[config.mk]
export PLATFORM = sky130hd
export DESIGN_NAME = tmr_wzc_top
export DESIGN_NICKNAME = d
export VERILOG_FILES = /design/src/rtl/tmr_pkg.sv /design/src/rtl/tmr_counter.sv /design/src/rtl/tmr_capture.sv /design/src/rtl/tmr_regs.sv /design/src/rtl/tmr_wzc_top.sv
export SDC_FILE = /design/constraint.sdc
export NUM_CORES = 1
export LEC_CHECK = 0
export BUFFER_PORTS_ARGS = -buffer_cell sky130_fd_sc_hd__buf_2
export CAP_MARGIN = 10
export CORE_AREA = 3 3 90 92
export CTS_CLUSTER_SIZE = 24
export DETAILED_ROUTE_END_ITERATION = 10
export DIE_AREA = 0 0 93 95
export GPL_TIMING_DRIVEN = 0
export PLACE_DENSITY = 0.72
export SLEW_MARGIN = 20
export SYNTH_ARGS = -nofsm -noshare
export SYNTH_HDL_FRONTEND = slang
export SYNTH_SLANG_ARGS = --single-unit
[constraint.sdc]
create_clock -name clk -period 3.8 [get_ports clk]
set_input_delay 0.76 -clock clk [delete_from_list [all_inputs] [get_ports clk]]
set_output_delay 0.76 -clock clk [all_outputs]
set_load 0.02 [all_outputs]
[src/rtl/tmr_pkg.sv]
package tmr_pkg;
    localparam int ADDR_W = 3;
    localparam int FLAG_W = 4;

    localparam logic [ADDR_W-1:0] A_CTRL   = 3'd0;
    localparam logic [ADDR_W-1:0] A_COUNT  = 3'd1;
    localparam logic [ADDR_W-1:0] A_RELOAD = 3'd2;
    localparam logic [ADDR_W-1:0] A_CMP    = 3'd3;
    localparam logic [ADDR_W-1:0] A_CAP    = 3'd4;
    localparam logic [ADDR_W-1:0] A_STATUS = 3'd5;
    localparam logic [ADDR_W-1:0] A_IEN    = 3'd6;

    // flag positions software decodes
    localparam int F_UPD = 0;
    localparam int F_CMP = 1;
    localparam int F_CAP = 3;
    localparam logic [FLAG_W-1:0] FLAG_MASK = 4'b1011;

    typedef enum logic {
        CNT_IDLE  = 1'b0,
        CNT_COUNT = 1'b1
    } cnt_state_e;

    typedef enum logic {
        IN_LOW  = 1'b0,
        IN_HIGH = 1'b1
    } edge_state_e;
endpackage

[src/rtl/tmr_counter.sv]
module tmr_counter
    import tmr_pkg::*;
#(
    parameter int CNT_W = 16
) (
    input  logic             clk,
    input  logic             rst_n,
    input  logic             ctrl_wr,
    input  logic             ctrl_run,
    input  logic             load_en,
    input  logic [CNT_W-1:0] load_val,
    input  logic [CNT_W-1:0] reload,
    input  logic [CNT_W-1:0] cmp,
    output logic             running,
    output logic [CNT_W-1:0] cnt,
    output logic             upd_evt,
    output logic             cmp_evt
);
    cnt_state_e       state_q, state_d;
    logic [CNT_W-1:0] cnt_q, cnt_d;

    // next-state logic
    always_comb begin
        state_d = state_q;
        unique case (state_q)
            CNT_IDLE:  if (ctrl_wr && ctrl_run)  state_d = CNT_COUNT;
            CNT_COUNT: if (ctrl_wr && !ctrl_run) state_d = CNT_IDLE;
        endcase
    end

    // state register
    always_ff @(posedge clk) begin
        if (!rst_n) state_q <= CNT_IDLE;
        else        state_q <= state_d;
    end

    // outputs and count datapath
    always_comb begin
        running = (state_q == CNT_COUNT);
        upd_evt = running && (cnt_q == reload);
        cmp_evt = running && (cnt_q == cmp);
        cnt_d   = cnt_q;
        if (load_en)      cnt_d = load_val;
        else if (upd_evt) cnt_d = '0;
        else if (running) cnt_d = cnt_q + 1'b1;
    end

    always_ff @(posedge clk) begin
        if (!rst_n) cnt_q <= '0;
        else        cnt_q <= cnt_d;
    end

    assign cnt = cnt_q;
endmodule

[src/rtl/tmr_capture.sv]
module tmr_capture
    import tmr_pkg::*;
#(
    parameter int CNT_W  = 16,
    parameter int SYNC_N = 2
) (
    input  logic             clk,
    input  logic             rst_n,
    input  logic             cap_in,
    input  logic [CNT_W-1:0] cnt,
    output logic [CNT_W-1:0] cap_val,
    output logic             cap_evt
);
    logic [SYNC_N-1:0] sync_q;
    edge_state_e       edge_q, edge_d;
    logic [CNT_W-1:0]  cap_q;
    logic              in_s;

    always_ff @(posedge clk) begin
        if (!rst_n) sync_q <= '0;
        else        sync_q <= {sync_q[SYNC_N-2:0], cap_in};
    end
    assign in_s = sync_q[SYNC_N-1];

    always_comb begin
        edge_d  = edge_q;
        cap_evt = 1'b0;
        unique case (edge_q)
            IN_LOW: if (in_s) begin
                edge_d  = IN_HIGH;
                cap_evt = 1'b1;
            end
            IN_HIGH: if (!in_s) edge_d = IN_LOW;
        endcase
    end

    always_ff @(posedge clk) begin
        if (!rst_n) edge_q <= IN_LOW;
        else        edge_q <= edge_d;
    end

    always_ff @(posedge clk) begin
        if (!rst_n)       cap_q <= '0;
        else if (cap_evt) cap_q <= cnt;
    end

    assign cap_val = cap_q;
endmodule

[src/rtl/tmr_regs.sv]
module tmr_regs
    import tmr_pkg::*;
#(
    parameter int CNT_W = 16
) (
    input  logic              clk,
    input  logic              rst_n,
    input  logic              bus_sel,
    input  logic              bus_wr,
    input  logic [ADDR_W-1:0] bus_addr,
    input  logic [CNT_W-1:0]  bus_wdata,
    output logic [CNT_W-1:0]  bus_rdata,
    input  logic              running,
    input  logic [CNT_W-1:0]  cnt,
    input  logic [CNT_W-1:0]  cap_val,
    input  logic              upd_evt,
    input  logic              cmp_evt,
    input  logic              cap_evt,
    output logic              ctrl_wr,
    output logic              count_wr,
    output logic [CNT_W-1:0]  reload_q,
    output logic [CNT_W-1:0]  cmp_q,
    output logic [FLAG_W-1:0] ien_q,
    output logic [FLAG_W-1:0] flags_q
);
    localparam int PAD_W = CNT_W - FLAG_W;

    logic              wr_any, st_wr;
    logic [FLAG_W-1:0] set_vec;

    assign wr_any   = bus_sel && bus_wr;
    assign ctrl_wr  = wr_any && (bus_addr == A_CTRL);
    assign count_wr = wr_any && (bus_addr == A_COUNT);
    assign st_wr    = wr_any && (bus_addr == A_STATUS);

    always_comb begin
        set_vec        = '0;
        set_vec[F_UPD] = upd_evt;
        set_vec[F_CMP] = cmp_evt;
        set_vec[F_CAP] = cap_evt;
    end

    // zero-write-clear flags, hardware set takes priority
    for (genvar i = 0; i < FLAG_W; i++) begin : g_flag
        if (FLAG_MASK[i]) begin : g_impl
            logic bit_q;
            always_ff @(posedge clk) begin
                if (!rst_n) bit_q <= 1'b0;
                else        bit_q <= (bit_q && !(st_wr && !bus_wdata[i])) || set_vec[i];
            end
            assign flags_q[i] = bit_q;
        end else begin : g_rsvd
            assign flags_q[i] = 1'b0;
        end
    end

    always_ff @(posedge clk) begin
        if (!rst_n) begin
            reload_q <= '1;
            cmp_q    <= '0;
            ien_q    <= '0;
        end else if (wr_any) begin
            if (bus_addr == A_RELOAD) reload_q <= bus_wdata;
            if (bus_addr == A_CMP)    cmp_q    <= bus_wdata;
            if (bus_addr == A_IEN)    ien_q    <= bus_wdata[FLAG_W-1:0] & FLAG_MASK;
        end
    end

    always_comb begin
        unique case (bus_addr)
            A_CTRL:   bus_rdata = {{(CNT_W-1){1'b0}}, running};
            A_COUNT:  bus_rdata = cnt;
            A_RELOAD: bus_rdata = reload_q;
            A_CMP:    bus_rdata = cmp_q;
            A_CAP:    bus_rdata = cap_val;
            A_STATUS: bus_rdata = {{PAD_W{1'b0}}, flags_q};
            A_IEN:    bus_rdata = {{PAD_W{1'b0}}, ien_q};
            default:  bus_rdata = '0;
        endcase
    end
endmodule

[src/rtl/tmr_wzc_top.sv]
module tmr_wzc_top
    import tmr_pkg::*;
#(
    parameter int CNT_W = 16
) (
    input  logic              clk,
    input  logic              rst_n,
    input  logic              bus_sel,
    input  logic              bus_wr,
    input  logic [ADDR_W-1:0] bus_addr,
    input  logic [CNT_W-1:0]  bus_wdata,
    output logic [CNT_W-1:0]  bus_rdata,
    input  logic              cap_in,
    output logic              irq
);
    logic              running, upd_evt, cmp_evt, cap_evt;
    logic              ctrl_wr, count_wr;
    logic [CNT_W-1:0]  cnt, cap_val, reload_q, cmp_q;
    logic [FLAG_W-1:0] ien_q, flags_q;

    tmr_counter #(.CNT_W(CNT_W)) u_counter (
        .clk      (clk),
        .rst_n    (rst_n),
        .ctrl_wr  (ctrl_wr),
        .ctrl_run (bus_wdata[0]),
        .load_en  (count_wr),
        .load_val (bus_wdata),
        .reload   (reload_q),
        .cmp      (cmp_q),
        .running  (running),
        .cnt      (cnt),
        .upd_evt  (upd_evt),
        .cmp_evt  (cmp_evt)
    );

    tmr_capture #(.CNT_W(CNT_W), .SYNC_N(2)) u_capture (
        .clk     (clk),
        .rst_n   (rst_n),
        .cap_in  (cap_in),
        .cnt     (cnt),
        .cap_val (cap_val),
        .cap_evt (cap_evt)
    );

    tmr_regs #(.CNT_W(CNT_W)) u_regs (
        .clk       (clk),
        .rst_n     (rst_n),
        .bus_sel   (bus_sel),
        .bus_wr    (bus_wr),
        .bus_addr  (bus_addr),
        .bus_wdata (bus_wdata),
        .bus_rdata (bus_rdata),
        .running   (running),
        .cnt       (cnt),
        .cap_val   (cap_val),
        .upd_evt   (upd_evt),
        .cmp_evt   (cmp_evt),
        .cap_evt   (cap_evt),
        .ctrl_wr   (ctrl_wr),
        .count_wr  (count_wr),
        .reload_q  (reload_q),
        .cmp_q     (cmp_q),
        .ien_q     (ien_q),
        .flags_q   (flags_q)
    );

    assign irq = |(flags_q & ien_q);
endmodule

# Yosys cells after proc, flatten, opt, wreduce, memory -nomap -nowiden
# Index checks and enable logic that the tools add are counted.
[totals] ff_bits=74 output_inout_bits=17
[classes] n_addsub=1 eq_ne=8 mux=9 bitwise=2 reduce_logical=29
[ops] cell="one-hot mux 16 bit (7 select lines)" n=1
[ops] cell="two-way mux 16 bit" n=3
[ops] cell="equality test 16 bit" n=2
[ops] cell="adder 16 x 1 -> 16 bit, second input constant" n=1
[ops] cell="logical AND 1 bit" n=14
[ops] cell="equality test 3 bit, second input constant" n=3
[ops] cell="equality test 3 x 2 -> 1 bit, second input constant" n=2
[ops] cell="zero test 1 bit" n=6
[ops] cell="AND reduction 2 bit" n=3
[ops] cell="bitwise AND 4 bit" n=1
[ops] cell="two-way mux 1 bit" n=4
[ops] cell="OR reduction 4 bit" n=1
[ops] cell="equality test 3 x 1 -> 1 bit, second input constant" n=1
[ops] cell="zero test 3 bit" n=1
[ops] cell="logical OR 1 bit" n=3
[ops] cell="nonzero test 3 bit" n=1
[ops] cell="one-hot mux 1 bit (2 select lines)" n=1
[ops] cell="NOT 1 bit" n=1

# Longest topological paths before layout
[depth] ltp_word=6 mapped_depth=7

# Hierarchy
# From an unflattened synthesis, not the netlist that was laid out.
[unflattened] hier_cells=500 hier_area_um2=4423.0
[by_module_without_submodules] module="tmr_regs" instances=1 cells_per_inst=246 area_each_um2=2248.4 seq_area_each_um2=760.7
[by_module_without_submodules] module="tmr_counter" instances=1 cells_per_inst=174 area_each_um2=1410.1 seq_area_each_um2=340.3
[by_module_without_submodules] module="tmr_capture" instances=1 cells_per_inst=77 area_each_um2=745.7 seq_area_each_um2=380.4
[by_module_without_submodules] module="tmr_wzc_top" instances=1 cells_per_inst=3 area_each_um2=18.8 seq_area_each_um2=0.0

# Worst setup path after synthesis
# OpenSTA, ideal clock, no wires.
[synth_path] path_type="in2out" start="input bus_addr[1]" end="output bus_rdata[10]" arrival_ns=2.078 required_time_ns=3.040 path_slack_ns=0.962 path_stages=7 path_buffers=3 cell_sequence="buf_2 buf_2 inv_1 clkbuf_1 nor2_1 a21oi_1 o21ai_0"
[synth_between] elab_chain_cells=2
[synth_lines] item="start, declared" line="tmr_wzc_top.sv:10" rtl="input logic [ADDR_W-1:0] bus_addr,"
[synth_lines] item="equality test 3 bit, or another cell as far along" line="tmr_regs.sv:70" rtl="unique case (bus_addr)"
[synth_lines] item="one-hot mux 16 bit (7 select lines) *" line="tmr_regs.sv:70"
[synth_lines] item="end, declared" line="tmr_wzc_top.sv:12" rtl="output logic [CNT_W-1:0] bus_rdata,"
# Every way passes the cells marked *; elsewhere a longest branch is shown, timed or not.

# Final worst setup path
[layout_path] start="input bus_addr[2]" end="output bus_rdata[14]"
# The elaborated chain is that of the path after synthesis.

==> flow_summary_export.csv <==
group,metric,value,unit
setup_path,critical_path_class,"primary input to output pin",
logic_synthesis,netlist_instances,532,
detailed_routing,ant_nets,0,
flow_run,max_cap_viol_count,0,
logic_synthesis,netlist.area_leader.share,36.43,%
floorplanning,rows,31,
cells_and_area,fin_util,62.77,%
logic_synthesis,synth.largest_area_cell,"dfxtp_1",
logic_synthesis,synth-seq-cells,74,
sta,finalHoldViolCount,0,
logic_synthesis,syn_area,4066,um^2
global_routing,grt_max_degree,12,
sta,fin_tns_setup,0,ns
logic_synthesis,synth_edf_count,0,
setup_path,start_kind,"primary input",
sta,period_share,83.73,%
detailed_routing,routed_wl,11320,um
placed_design,post-dp-hpwl,8700,um
floorplanning,dieArea,8835,um^2
cells_and_area,drive_gt1_share,14.36,%
setup_path,end_kind,"output pin",
setup_path,crit_path_end,"bus_rdata[14]",
logic_synthesis,synth_common_cells,"119 x nand2_1, 74 x dfxtp_1, 68 x a21oi_1, 31 x nor2_1, 27 x clkbuf_1",
cts,htreeDepth,3,
worst_hold_path,hold_path_class,"register to register",
cts,cts-root-buf,"clkbuf_8",
logic_synthesis,synthDistinctLibCells,39,
cts,cts_hold_buf,0,
global_routing,grt_pass1_wl,18140,um
floorplanning,start_util,55.77,%
logic_synthesis,synth_ff_type,"dfxtp_1",
cells_and_area,area_delta_synth_final,12.55,%
setup_path,required,3.04,ns
placed_design,place_congestion,0.8864,
pwr,powerDensity,350.9,nW/um^2
floorplanning,core_area,7292,um^2
sta,skew,0.007389,ns
pwr,ir_worst_vdd,0.1952,mV
global_routing,antenna_found_initial,0,
cts,ctsResizeCount,0,
logic_synthesis,yosys.cell_count.top_type,"nand2_1",
logic_synthesis,ys_async_sr_fraction,0,%
logic_synthesis,yosysSeqAreaShare,36.43,%
detailed_routing,via_per_inst,5.531,
cells_and_area,layout.nets,607,
setup_path,cp_data_arrival_time,2.42,ns
sta,finalCriticalPeriod,3.182,ns
detailed_routing,drt_pass1_iterations,5,
cts,clkSlewWorstSetupHoldPaths,0.07,ns
outcome,status,"finished clean",
cts,cts_setup_buffers,0,
sta,rsz0062_at_grt,"no",
logic_synthesis,yosys_warnings,0,
sta,setup_viol_count_final,0,
logic_synthesis,yosys-top-cells-area,"dfxtp_1 36%, nand2_1 11%, a21oi_1 8.4%",
detailed_routing,initialDrtViolationCount,289,
cts,clock_latency,0.35,ns
setup_path,critPathMaxFanout,10,
cts,cts_buffers,9,
cts,cts.sinks,74,
logic_synthesis,synthesis.nets,557,
cts,cts_tree,"yes",
logic_synthesis,postSynthAreaPerCell,7.644,um^2
global_routing,grt_remaining_overflow,0,
setup_path,crit_start,"bus_addr[2]",
global_routing,grt_pass1_vias,3565,
floorplanning,die_x,93,um
floorplanning,die_y,95,um
sta,final_max_slew_viol_count,0,
detailed_routing,vias,3783,
sta,max_freq,314.3,MHz
detailed_routing,wl_per_cell,16.55,um
sta,tightest_slew,0.9023,ns
detailed_routing,drc_errors,0,
pwr,power_leakage,1.710,nW
setup_path,reg2reg_slack,1.73,ns
setup_path,rr_worst_depth,7,
cts,cts_buffer_depth,2,
global_routing,grt.total_usage,26.72,%
sta,slew_headroom,39.39,%
floorplanning,ios,41,
cells_and_area,antennaDiodeCount,0,
setup_path,r2r_end,"u_counter.cnt[9]",
placed_design,io_buffer_count,39,
setup_path,r2r_start,"u_counter.cnt[10]",
## state kept, by name, summed over array words and instances, names as in the netlist, named ones only
register and cells:
u_capture.cap_val 16, u_capture.edge_q 1, u_capture.sync_q 2, u_counter.cnt 16, u_regs.cmp_q 16, u_regs.g_flag.g_impl.bit_q 3, u_regs.ien_q 3, u_regs.reload_q 16
## how the worst min path moves through the flow
stage | cells after the start | endpoint | from | slack (ns)
final | 1 | u_capture.sync_q[1] | u_capture.sync_q[0] | 0.44
after global routing | 1 | u_capture.sync_q[1] | u_capture.sync_q[0] | 0.45
after CTS | 1 | u_capture.sync_q[1] | u_capture.sync_q[0] | 0.44
after detailed placement | 1 | u_capture.sync_q[1] | u_capture.sync_q[0] | 0.42
after global placement | 1 | u_capture.sync_q[1] | u_capture.sync_q[0] | 0.41
after floorplan | 1 | u_capture.sync_q[1] | u_capture.sync_q[0] | 0.41
## per-layer routing
metal	up-vias	GRT usage [%]	wire length (um)
li1	1898	-	-
met2	116	43.13	5173
met1	1749	35.98	5253
met5	-	0	0
met3	20	3.506	641
met4	0	11.36	249
## worst max-delay path: stages
cell      delay [ns]
buf_2           0.12
clkbuf_1        0.33
nand2_1         0.15
nor2_1          0.26
clkbuf_1        0.40
nand2_1         0.09
o21ai_0         0.10
buf_2           0.20
## metrics by stage
| stage | instances | area (um^2) | setup WS, ns | hold WS (ns) | total power, mW |
|---|---|---|---|---|---|
| 5_1_grt | 684 | 4577 | 0.3716 | 0.4497 | 1.667 |
| 4_1_cts | 684 | 4577 | 0.6015 | 0.4396 | 1.608 |
| 3_5_place_dp | 670 | 4385 | 0.6037 | 0.4195 | 0.9959 |
| 2_1_floorplan | 532 | 4066 | 0.9625 | 0.4119 | 0.9329 |
| 3_3_place_gp | 670 | 4385 | 0.6071 | 0.4146 | 0.9925 |
| 6_report | 684 | 4577 | 0.6183 | 0.4363 | 1.606 |
## cell type report
| type | count | area, um^2 |
|---|---|---|
| fill | 709 | 2715 |
| sequential | 74 | 1481 |
| clock inverter | 3 | 40.04 |
| inverter | 8 | 30.03 |
| tap | 99 | 123.9 |
| clock buffer | 11 | 151.4 |
| buffer | 49 | 246.5 |
| timing repair buffer | 39 | 195.2 |
| multi-input combinational | 401 | 2308 |
## cells in the final DEF, fill, tap and decap left out, types with 3 or more instances in the layout
cell      count
nand2_1     119
mux2i_1      22
o22ai_2       3
and2_1        3
nor3_1        6
nand3_1      24
nor3b_1      16
inv_1         8
nor2_1       31
buf_2        53
nand4_1       6
nor4_1        6
clkbuf_1     27
clkbuf_8     11
xor2_1       22
o22ai_1      12
nand2b_1      3
o21ai_0      17
dfxtp_1      74
a21oi_1      68
buf_6         6
xnor2_1      23
## kinds of logic (layout without fill, tap and decap cells)
group                    count (synthesis)  in the layout  share of synthesized area, %
AO/OA/AOI/OAI                          106            106                         14.80
adder cells (fa/ha/maj)                  1              1                        0.3076
AND/OR/NAND/NOR                        225            225                         25.72
multiplexers                            24             24                         6.246
flip-flops                              74             74                         36.43
XOR/XNOR                                45             45                         9.692
buffers and inverters                   57            110                         6.800
## where the power goes
group / total [mW] / internal [mW] / switching, mW
combinational: 0.184 / 0.0648 / 0.119
sequential: 0.797 / 0.788 / 0.00922
clock: 0.625 / 0.330 / 0.295
Power figures use the tool's default switching activity.
